File: src/rtl/pei_pkg.sv
package pei_pkg;
   localparam int unsigned MODE_W = 2;

   typedef enum logic [MODE_W-1:0] {
      EDGE_OFF  = 2'd0,
      EDGE_RISE = 2'd1,
      EDGE_FALL = 2'd2,
      EDGE_ANY  = 2'd3
   } edge_mode_e;
endpackage

File: src/rtl/pei_sync.sv
module pei_sync #(
   parameter int unsigned WIDTH  = 8,
   parameter int unsigned STAGES = 2
) (
   input  logic             clk_i,
   input  logic             rst_ni,
   input  logic [WIDTH-1:0] async_i,
   output logic [WIDTH-1:0] sync_o
);
   if (STAGES < 2) begin : g_bad_stages
      $error("pei_sync: STAGES must be at least 2");
   end

   logic [WIDTH-1:0] stage_q [STAGES];

   always_ff @(posedge clk_i or negedge rst_ni) begin
      if (!rst_ni) begin
         for (int s = 0; s < STAGES; s++) stage_q[s] <= '0;
      end else begin
         stage_q[0] <= async_i;
         for (int s = 1; s < STAGES; s++) stage_q[s] <= stage_q[s-1];
      end
   end

   assign sync_o = stage_q[STAGES-1];
endmodule

File: src/rtl/pei_edge_unit.sv
module pei_edge_unit
   import pei_pkg::*;
(
   input  logic       clk_i,
   input  logic       rst_ni,
   input  edge_mode_e mode_i,
   input  logic       level_i,
   input  logic       mask_i,
   output logic       hit_o
);
   logic prev_q;
   logic rise, fall;

   always_ff @(posedge clk_i or negedge rst_ni) begin
      if (!rst_ni) prev_q <= 1'b0;
      else         prev_q <= level_i;
   end

   assign rise = level_i & ~prev_q;
   assign fall = ~level_i & prev_q;

   always_comb begin
      unique case (mode_i)
         EDGE_RISE: hit_o = rise;
         EDGE_FALL: hit_o = fall;
         EDGE_ANY:  hit_o = rise | fall;
         default:   hit_o = 1'b0;
      endcase
      if (mask_i) hit_o = 1'b0;
   end
endmodule

File: src/rtl/pei_glitch_filter.sv
module pei_glitch_filter #(
   parameter int unsigned NUM_IN = 8,
   parameter int unsigned CYCLES = 6,
   localparam int unsigned SEL_W = $clog2(NUM_IN)
) (
   input  logic              clk_i,
   input  logic              rst_ni,
   input  logic [NUM_IN-1:0] levels_i,
   input  logic [SEL_W-1:0]  sel_i,
   output logic              level_o,
   output logic              reseed_o
);
   if (NUM_IN < 2) begin : g_bad_inputs
      $error("pei_glitch_filter: NUM_IN must be at least 2");
   end
   if (CYCLES < 1) begin : g_bad_cycles
      $error("pei_glitch_filter: CYCLES must be at least 1");
   end

   logic [SEL_W-1:0] sel_q;
   logic             level_q;
   logic             reseed_q;
   logic             cur;
   logic             sel_change;

   assign cur        = levels_i[sel_i];
   assign sel_change = (sel_i != sel_q);

   always_ff @(posedge clk_i or negedge rst_ni) begin
      if (!rst_ni) begin
         sel_q    <= '0;
         reseed_q <= 1'b0;
      end else begin
         sel_q    <= sel_i;
         reseed_q <= sel_change;
      end
   end

   if (CYCLES == 1) begin : g_direct
      always_ff @(posedge clk_i or negedge rst_ni) begin
         if (!rst_ni) level_q <= 1'b0;
         else         level_q <= cur;
      end
   end else begin : g_counted
      localparam int unsigned CNT_W = $clog2(CYCLES);
      localparam logic [CNT_W-1:0] CNT_LAST = CNT_W'(CYCLES - 1);
      logic [CNT_W-1:0] cnt_q;

      always_ff @(posedge clk_i or negedge rst_ni) begin
         if (!rst_ni) begin
            level_q <= 1'b0;
            cnt_q   <= '0;
         end else if (sel_change) begin
            level_q <= cur;
            cnt_q   <= '0;
         end else if (cur == level_q) begin
            cnt_q   <= '0;
         end else if (cnt_q == CNT_LAST) begin
            level_q <= cur;
            cnt_q   <= '0;
         end else begin
            cnt_q   <= cnt_q + 1'b1;
         end
      end
   end

   assign level_o  = level_q;
   assign reseed_o = reseed_q;

   // Filtered level may only move towards the input that was selected.
   assert_filter_tracks_input_R5: assert property (@(posedge clk_i) disable iff (!rst_ni)
      (level_q != $past(level_q)) |-> (level_q == $past(cur)));
endmodule

File: src/rtl/port_edge_irq.sv
module port_edge_irq
   import pei_pkg::*;
#(
   parameter int unsigned NUM_PINS    = 8,
   parameter int unsigned FILT_CYCLES = 6,
   parameter int unsigned SYNC_STAGES = 2,
   parameter int unsigned DATA_W      = 32
) (
   input  logic                clk_i,
   input  logic                rst_ni,
   input  logic [NUM_PINS-1:0] pins_i,
   input  logic                reg_we_i,
   input  logic                reg_addr_i,
   input  logic [DATA_W-1:0]   reg_wdata_i,
   output logic [DATA_W-1:0]   reg_rdata_o,
   output logic                irq_o
);
   localparam int unsigned SEL_W     = $clog2(NUM_PINS);
   localparam int unsigned NUM_CH    = NUM_PINS + 1;
   localparam int unsigned FMODE_LSB = MODE_W * NUM_PINS;
   localparam int unsigned FSEL_LSB  = FMODE_LSB + MODE_W;
   localparam int unsigned CFG_W     = FSEL_LSB + SEL_W;

   if (CFG_W > DATA_W) begin : g_bad_width
      $error("port_edge_irq: configuration does not fit the data word");
   end
   if (NUM_CH > DATA_W) begin : g_bad_channels
      $error("port_edge_irq: pending bits do not fit the data word");
   end

   logic [CFG_W-1:0]    cfg_q;
   logic [NUM_CH-1:0]   status_q;
   logic [NUM_CH-1:0]   hit_v;
   logic [NUM_CH-1:0]   clr_v;
   logic [NUM_PINS-1:0] pins_sync;
   logic                filt_level;
   logic                filt_reseed;
   logic                unused_wdata;

   assign unused_wdata = ^reg_wdata_i[DATA_W-1:CFG_W];

   always_ff @(posedge clk_i or negedge rst_ni) begin
      if (!rst_ni)                      cfg_q <= '0;
      else if (reg_we_i && !reg_addr_i) cfg_q <= reg_wdata_i[CFG_W-1:0];
   end

   pei_sync #(.WIDTH(NUM_PINS), .STAGES(SYNC_STAGES)) u_sync (
      .clk_i   (clk_i),
      .rst_ni  (rst_ni),
      .async_i (pins_i),
      .sync_o  (pins_sync)
   );

   for (genvar i = 0; i < NUM_PINS; i++) begin : g_pin
      pei_edge_unit u_edge (
         .clk_i   (clk_i),
         .rst_ni  (rst_ni),
         .mode_i  (edge_mode_e'(cfg_q[MODE_W*i +: MODE_W])),
         .level_i (pins_sync[i]),
         .mask_i  (1'b0),
         .hit_o   (hit_v[i])
      );
   end

   pei_glitch_filter #(.NUM_IN(NUM_PINS), .CYCLES(FILT_CYCLES)) u_filt (
      .clk_i    (clk_i),
      .rst_ni   (rst_ni),
      .levels_i (pins_sync),
      .sel_i    (cfg_q[FSEL_LSB +: SEL_W]),
      .level_o  (filt_level),
      .reseed_o (filt_reseed)
   );

   pei_edge_unit u_filt_edge (
      .clk_i   (clk_i),
      .rst_ni  (rst_ni),
      .mode_i  (edge_mode_e'(cfg_q[FMODE_LSB +: MODE_W])),
      .level_i (filt_level),
      .mask_i  (filt_reseed),
      .hit_o   (hit_v[NUM_PINS])
   );

   assign clr_v = (reg_we_i && reg_addr_i) ? reg_wdata_i[NUM_CH-1:0] : '0;

   always_ff @(posedge clk_i or negedge rst_ni) begin
      if (!rst_ni) status_q <= '0;
      else         status_q <= hit_v | (status_q & ~clr_v);
   end

   always_comb begin
      reg_rdata_o = '0;
      if (reg_addr_i) reg_rdata_o[NUM_CH-1:0] = status_q;
      else            reg_rdata_o[CFG_W-1:0]  = cfg_q;
   end

   assign irq_o = |status_q;

   // A pending bit rises only after its channel reported an event.
   assert_set_needs_edge_R2: assert property (@(posedge clk_i) disable iff (!rst_ni)
      ((status_q & ~$past(status_q) & ~$past(hit_v)) == '0));
   // An event always lands, even against a clear.
   assert_edge_wins_R7: assert property (@(posedge clk_i) disable iff (!rst_ni)
      (($past(hit_v) & ~status_q) == '0));
   // A clear without a competing event empties the bit.
   assert_w1c_R6: assert property (@(posedge clk_i) disable iff (!rst_ni)
      (($past(clr_v & ~hit_v) & status_q) == '0));
   // A reseeded filter level never counts as an event.
   assert_no_reseed_edge_R9: assert property (@(posedge clk_i) disable iff (!rst_ni)
      filt_reseed |-> !hit_v[NUM_PINS]);
endmodule

File: config.mk
export PLATFORM = sky130hd
export DESIGN_NAME = port_edge_irq
export DESIGN_NICKNAME = d
export VERILOG_FILES = /design/src/rtl/pei_pkg.sv /design/src/rtl/pei_sync.sv /design/src/rtl/pei_edge_unit.sv /design/src/rtl/pei_glitch_filter.sv /design/src/rtl/port_edge_irq.sv
export SDC_FILE = /design/constraint.sdc
export NUM_CORES = 1
export LEC_CHECK = 0
export BUFFER_PORTS_ARGS = -buffer_cell sky130_fd_sc_hd__buf_4
export CORE_ASPECT_RATIO = 0.7
export CORE_MARGIN = 5
export CORE_UTILIZATION = 53
export CTS_CLUSTER_SIZE = 25
export DETAILED_ROUTE_END_ITERATION = 8
export PLACE_DENSITY = 0.8
export SETUP_SLACK_MARGIN = 0.1
export SLEW_MARGIN = 20
export SYNTH_ARGS = -nofsm -noshare
export SYNTH_HDL_FRONTEND = slang
export SYNTH_HIERARCHICAL = 1
export SYNTH_SLANG_ARGS = --single-unit
File: constraint.sdc
create_clock -name clk_i -period 2.2 [get_ports clk_i]
set_clock_uncertainty 0.15 [all_clocks]
set_input_delay 0.11 -clock clk_i [delete_from_list [all_inputs] [get_ports clk_i]]
set_output_delay 0.11 -clock clk_i [all_outputs]
set_load 0.005 [all_outputs]
==> results_dict.tcl, run 1 <==
set metrics [dict create \
    antenna_found_initial 0 \
    grt_pass1_vias 2195 \
    finish.instance_area_sq_um 3980 \
    layout.area.seq_sq_um 1580 \
    timing.final.hold_violations 0 \
    cp-start-kind "flip-flop" \
    final.hold.worst_slack_ns 0.132 \
    min-delay-path-class "primary input to flip-flop" \
    syn_area_per_cell_sq_um 12.8 \
    dieArea_sq_um 7550 \
    dr_total_vias 2068 \
    maximum_capacitance_violations 0 \
    drc 0 \
    grt_total_ovfl 0 \
    cpLargestDelayFamily "multiplexers" \
    io_buffers 54 \
    number_of_buffers_created_by_cts 9 \
    routed_wl_um 6200 \
    power_density_nw_per_um2 746 \
    worst_slack_ns 0.257 \
    max_clock_freq_mhz 515 \
    post_drt_wl_per_cell_um 15.0 \
    layout-area-overhead-vs-synth_pct 27.5 \
    detail_route.first_pass.iterations 4 \
    die-height_um 74.2 \
    clock_insertion_delay_worst_skew_ns 0.33 \
    worst_slew_margin 0.486 \
    final.min_clock_period_ns 1.94 \
    max-vdd-ir-drop_uv 532 \
    first_iter_violations 56 \
    synthDistinctLibCells 27 \
    final_cell_mix "sky130_fd_sc_hd__dfrtp_1, sky130_fd_sc_hd__buf_4, sky130_fd_sc_hd__dlygate4sd3_1" \
    tightest_slew_ns 0.770 \
    clock_root_buffer "sky130_fd_sc_hd__clkbuf_8" \
    setup_tns_ns 0 \
    outcome "completed" \
    overall_fraction_of_global_route_tracks_in_use 0.185 \
    yosysSeqAreaShare 0.505 \
    final_layout_size_suffix_gt1_frac 0.310 \
    cts_tree "done" \
    synth_warnings 6 \
    p_leak_uw 0.00192 \
    cts-resized-gates 0 \
    cp_cell_sequence "mux4_1 > mux2_4 > xnor2_2 > nor3_1" \
    n_antenna_cell 0 \
    detail_route.vias_per_cell 5.00 \
    place_area_sq_um 3510 \
    floorplan.initialDensity 0.545 \
    place_congestion 0.753 \
    mostFrequentLayoutCell "sky130_fd_sc_hd__dfrtp_1" \
    wire_length_of_the_first_global_routing_pass_um 10400 \
    critical-path-max-stage-delay_ns 0.59 \
    ys_ff_latch 63 \
    place_ws_ns 0.255 \
    clk_pin_slew_ns 0.07 \
    clk_path_buf_depth 2 \
    ioPinCount 77 \
    worst-setup-path-type "flip-flop to flip-flop" \
    nets 397 \
    setup_repair_after_global_routing_missed_its_margin "false" \
    cts_setup_buffers 0 \
    critical_path_buf_inv_count 0 \
    multiInputGateArea_sq_um 1340 \
    critical_path_sink_type "flip-flop" \
    worstPathMaxFanout 6 \
    worstPathRequired_ns 2.29 \
    mappedNetlistArea_sq_um 3120 \
    final-max-slew-violation-count 0 \
    drtAntennaViolNets 0 \
    clock_tree.htree_level_count 3 \
    timing.final.crit_share 0.883 \
    core_area_sq_um 5730 \
    dp.final_hpwl_um 4210 \
    row_count 23 \
    critical_path_arrival_ns 2.04 \
    worst-r2r-setup-slack_ns 0.26 \
    cts_hold_buffers 31 \
    final-setup-viol-count 0 \
    syn_inst 244 \
    grt_max_degree 64 \
    fill_cells 415 \
    die_width_um 102 \
    slowest_stage "sky130_fd_sc_hd__mux4_1" \
    cts_sinks 63 \
]
==> area by class of cell <==
type                    count  area share
flip-flops and latches     63       0.396
multi-input cells         155       0.338
repair buffers             87       0.184
clock buffers              11      0.0355
well taps                  75      0.0236
inverters                  19      0.0179
clock inverters             4     0.00566
==> synth_stat cells, drive strengths merged <==
cell | number | area [sq um]
dfrtp | 63 | 1580
mux2 | 33 | 450
buf | 24 | 194
inv | 19 | 71.3
ha | 18 | 225
nand2b | 18 | 113
nor2b | 13 | 88.8
nand3 | 11 | 55.1
a21o | 9 | 67.6
a21oi | 9 | 45.0
a311oi | 9 | 78.8
nor3 | 4 | 20.0
xnor2 | 4 | 42.6
mux4 | 2 | 52.6
nor2 | 2 | 7.51
a31oi | 1 | 6.26
clkbuf | 1 | 3.75
conb | 1 | 3.75
mux2i | 1 | 10.0
nand2 | 1 | 3.75
nor4 | 1 | 6.26
==> flip-flops by register name, summed over array words and instances (netlist names) <==
name,count
u_sync/stage_q,8
u_sync/sync_o,8
u_filt/sel_q,3
g_pin.u_edge/prev_q,8
u_filt/reseed_o,1
u_filt/level_o,1
status_q,9
u_filt/g_counted.cnt_q,3
cfg_q,21
u_filt_edge/prev_q,1
==> where the power goes <==
| part | switching, uW | leakage [uW] | internal (uW) |
|---|---|---|---|
| Clock | 417 | 0.0000850 | 427 |
| Sequential | 161 | 0.000736 | 1310 |
| Combinational | 235 | 0.00110 | 415 |
==> worst min-delay path: stages <==
cell,delay (ns)
sky130_fd_sc_hd__buf_4,0.23
sky130_fd_sc_hd__nand3_1,0.13
sky130_fd_sc_hd__a21o_1,0.10
==> through the flow <==
stage | total power, uW | cells | utilization
6_report | 2970 | 414 | 0.695
4_1_cts | 3000 | 414 | 0.695
2_1_floorplan | 1860 | 262 | -
5_1_grt | 3160 | 414 | 0.695
3_3_place_gp | 2070 | 368 | 0.612
3_5_place_dp | 2100 | 368 | 0.612
==> final timing paths <==
kind,start,endpoint,cells after the start
worst max-delay path,cfg_q[18],u_filt/g_counted.cnt_q[2],4
worst min-delay path,reg_addr_i,status_q[0],3
worst max register to register,cfg_q[18],u_filt/g_counted.cnt_q[2],4
worst min register to register,u_sync/stage_q[14],u_sync/sync_o[6],0
max in group asynchronous,rst_ni,u_filt/g_counted.cnt_q[0],2
min in group asynchronous,rst_ni,cfg_q[19],2
==> cell families (layout without fill, tap and decap cells) <==
logic type / count (synthesis) / count (layout) / share of synthesized area
other cells: 1 / 19 / 0.00120
simple gates: 50 / 50 / 0.0942
mux: 36 / 36 / 0.164
compound gates: 28 / 28 / 0.0633
buf+inv: 44 / 121 / 0.0862
flops: 63 / 63 / 0.505
fa+ha+maj: 18 / 18 / 0.0721
xor+xnor: 4 / 4 / 0.0136
==> per-layer routing <==
metal | global-route usage | share of wire | vias up
li1 | - | - | 983
met1 | 0.232 | 0.44 | 1018
met2 | 0.305 | 0.49 | 59
met3 | 0.0675 | 0.061 | 8
met4 | 0.0516 | 0.012 | 0
met5 | 0 | 0 | -
Note: power is estimated with default switching activity, not from simulation.
==> inputs of run 2 (changes only) <==
--- a/config.mk
+++ b/config.mk
@@ -9,9 +9,10 @@
 export CORE_ASPECT_RATIO = 0.7
 export CORE_MARGIN = 5
 export CORE_UTILIZATION = 53
+export CTS_CLUSTER_DIAMETER = 40
 export CTS_CLUSTER_SIZE = 25
 export DETAILED_ROUTE_END_ITERATION = 8
-export PLACE_DENSITY = 0.8
+export PLACE_DENSITY_LB_ADDON = 0.25
 export SETUP_SLACK_MARGIN = 0.1
 export SLEW_MARGIN = 20
 export SYNTH_ARGS = -nofsm -noshare
==> run 2 against run 1 <==
  * Sequential share of layout area shrank 0.64 points
  * Global-route usage up 0.91 points
  * Combinational power is 0.8% higher
  * Total power is 9.6% higher
  * Count of clock-buffer cells in the layout increased by 2
  * Worst hold slack improved by 0.0011 ns
  * Via count is 0.39% lower
  * Cell area is 1.6% higher
  * Clock power is 33% higher
  * Largest cell class unchanged
==> results_dict.tcl, run 2 (synthesis results as in run 1) <==
set metrics [dict create \
    cts_hold_buffers 31 \
    dp.final_hpwl_um 4320 \
    setup_repair_after_global_routing_missed_its_margin "false" \
    worst-r2r-setup-slack_ns 0.28 \
    clk_path_buf_depth 2 \
    cts_setup_buffers 0 \
    clock_insertion_delay_worst_skew_ns 0.34 \
    max_clock_freq_mhz 520 \
    critical_path_arrival_ns 2.02 \
    dieArea_sq_um 7550 \
    p_leak_uw 0.00195 \
    outcome "completed" \
    routed_wl_um 6490 \
    place_congestion 0.746 \
    number_of_buffers_created_by_cts 9 \
    timing.final.hold_violations 0 \
    io_buffers 54 \
    holdCritStartpoint "reg_addr_i" \
    cp-start-kind "flip-flop" \
    critical_path_sink_type "flip-flop" \
    final-max-slew-violation-count 0 \
    drtAntennaViolNets 0 \
    detail_route.first_pass.iterations 6 \
    die_width_um 102 \
    top_register "cfg_q" \
    place.detailed.instances 367 \
    grt_max_degree 64 \
    nets 396 \
    cts_sinks 63 \
    highest-signal-layer "met4" \
    row_count 23 \
    timing.final.crit_share 0.873 \
    grt_total_ovfl 0 \
    min-delay-path-class "primary input to flip-flop" \
    wire_length_of_the_first_global_routing_pass_um 10700 \
    die-height_um 74.2 \
    n_antenna_cell 0 \
    wl_met1_um 2880 \
    floorplan.initialDensity 0.545 \
    min_to "status_q[0]" \
    regToRegStartpoint "cfg_q[18]" \
    worst-setup-path-type "flip-flop to flip-flop" \
    worstRegToRegCells 4 \
    maximum_capacitance_violations 0 \
    route.met3.wl_um 422 \
    max-vdd-ir-drop_uv 437 \
    min_delay_path_depth 3 \
    overall_fraction_of_global_route_tracks_in_use 0.194 \
    route.met2.wl_um 3120 \
    clock_tree.htree_level_count 3 \
    cts-resized-gates 0 \
    drc 0 \
    final.min_clock_period_ns 1.92 \
    antenna_found_initial 0 \
    flip_flop_count_of_the_largest_register_after_layout 21 \
    mostFrequentLayoutCell "sky130_fd_sc_hd__dfrtp_1" \
    cts_tree "done" \
    layout-area-overhead-vs-synth_pct 29.6 \
    tightest_slew_ns 0.771 \
    clk_pin_slew_ns 0.06 \
    first_iter_violations 64 \
    reg.largest.list "cfg_q x21, status_q x9" \
    ioPinCount 77 \
    worst_r2r_endpoint "u_filt/g_counted.cnt_q[2]" \
    setup_tns_ns 0 \
    detail_route.vias_per_cell 4.98 \
    final_layout_size_suffix_gt1_frac 0.307 \
    worstPathRequired_ns 2.30 \
    power_density_nw_per_um2 804 \
    dr_total_vias 2060 \
    post_drt_wl_per_cell_um 15.7 \
    clock_root_buffer "sky130_fd_sc_hd__clkbuf_8" \
    worstPathMaxFanout 6 \
    worst_slew_margin 0.486 \
    final-setup-viol-count 0 \
    grt_pass1_vias 2124 \
    core_area_sq_um 5730 \
    final_cell_mix "sky130_fd_sc_hd__dfrtp_1, sky130_fd_sc_hd__buf_4, sky130_fd_sc_hd__dlygate4sd3_1" \
    final_cell_count_no_fill 414 \
]
==> run 2: changes by cell type in the layout (fill, tap and decap cells not counted) <==
cell,delta
sky130_fd_sc_hd__clkinvlp_4,-1
sky130_fd_sc_hd__clkbuf_1,+1
sky130_fd_sc_hd__clkinv_2,-2
sky130_fd_sc_hd__bufinv_16,+2
sky130_fd_sc_hd__buf_12,+1
sky130_fd_sc_hd__clkbuf_8,+1
sky130_fd_sc_hd__buf_4,-2
==> run 2: critical path, cell delays in order, from the launching register on <==
cell                      delay, ns
sky130_fd_sc_hd__dfrtp_1       0.46
sky130_fd_sc_hd__mux4_1        0.59
sky130_fd_sc_hd__mux2_4        0.30
sky130_fd_sc_hd__xnor2_2       0.15
sky130_fd_sc_hd__nor3_1        0.18
==> run 2: worst max path at each step <==
stage                     startpoint                         to  slack [ns]  cells after the start
after floorplan            cfg_q[18]             u_filt/level_o        0.42                      3
after CTS                  cfg_q[18]  u_filt/g_counted.cnt_q[2]        0.29                      4
final                      cfg_q[18]  u_filt/g_counted.cnt_q[2]        0.28                      4
after global routing       cfg_q[18]  u_filt/g_counted.cnt_q[2]        0.19                      4
after global placement     cfg_q[18]  u_filt/g_counted.cnt_q[2]        0.32                      4
after detailed placement   cfg_q[18]  u_filt/g_counted.cnt_q[2]        0.27                      4
==> run 2: through the flow <==
stage                      util  hold slack (ns)  power, uW  instance area (sq um)  worst slack, ns
after floorplan               -           -0.336       1860                   3190            0.422
after global placement    0.613           0.0694       2070                   3510            0.316
after detailed placement  0.613           0.0708       2110                   3510            0.275
after CTS                 0.706            0.113       3280                   4050            0.292
after global routing      0.706            0.138       3430                   4050            0.192
final                     0.706            0.133       3250                   4050            0.278
==> run 2: where the power goes <==
part	internal, uW	total [uW]	leakage (uW)	switching (uW)
Combinational	416	655	0.00110	239
Sequential	1310	1480	0.000736	161
Clock	699	1120	0.000114	423
Total	2430	3250	0.00195	823
==> run 2: final cells by class <==
type,count,area (sq um)
Fill cell,411,1680
Sequential cell,63,1580
Multi-Input combinational cell,155,1340
Timing Repair Buffer,86,736
Clock buffer,13,159
Tap cell,75,93.8
Inverter,19,71.3
Clock inverter,3,65.1
==> run 2: per-layer routing <==
metal	vias up	GRT usage
met5	-	0
li1	977	-
met4	0	0.0649
met3	7	0.0750
met1	1012	0.238
met2	64	0.318
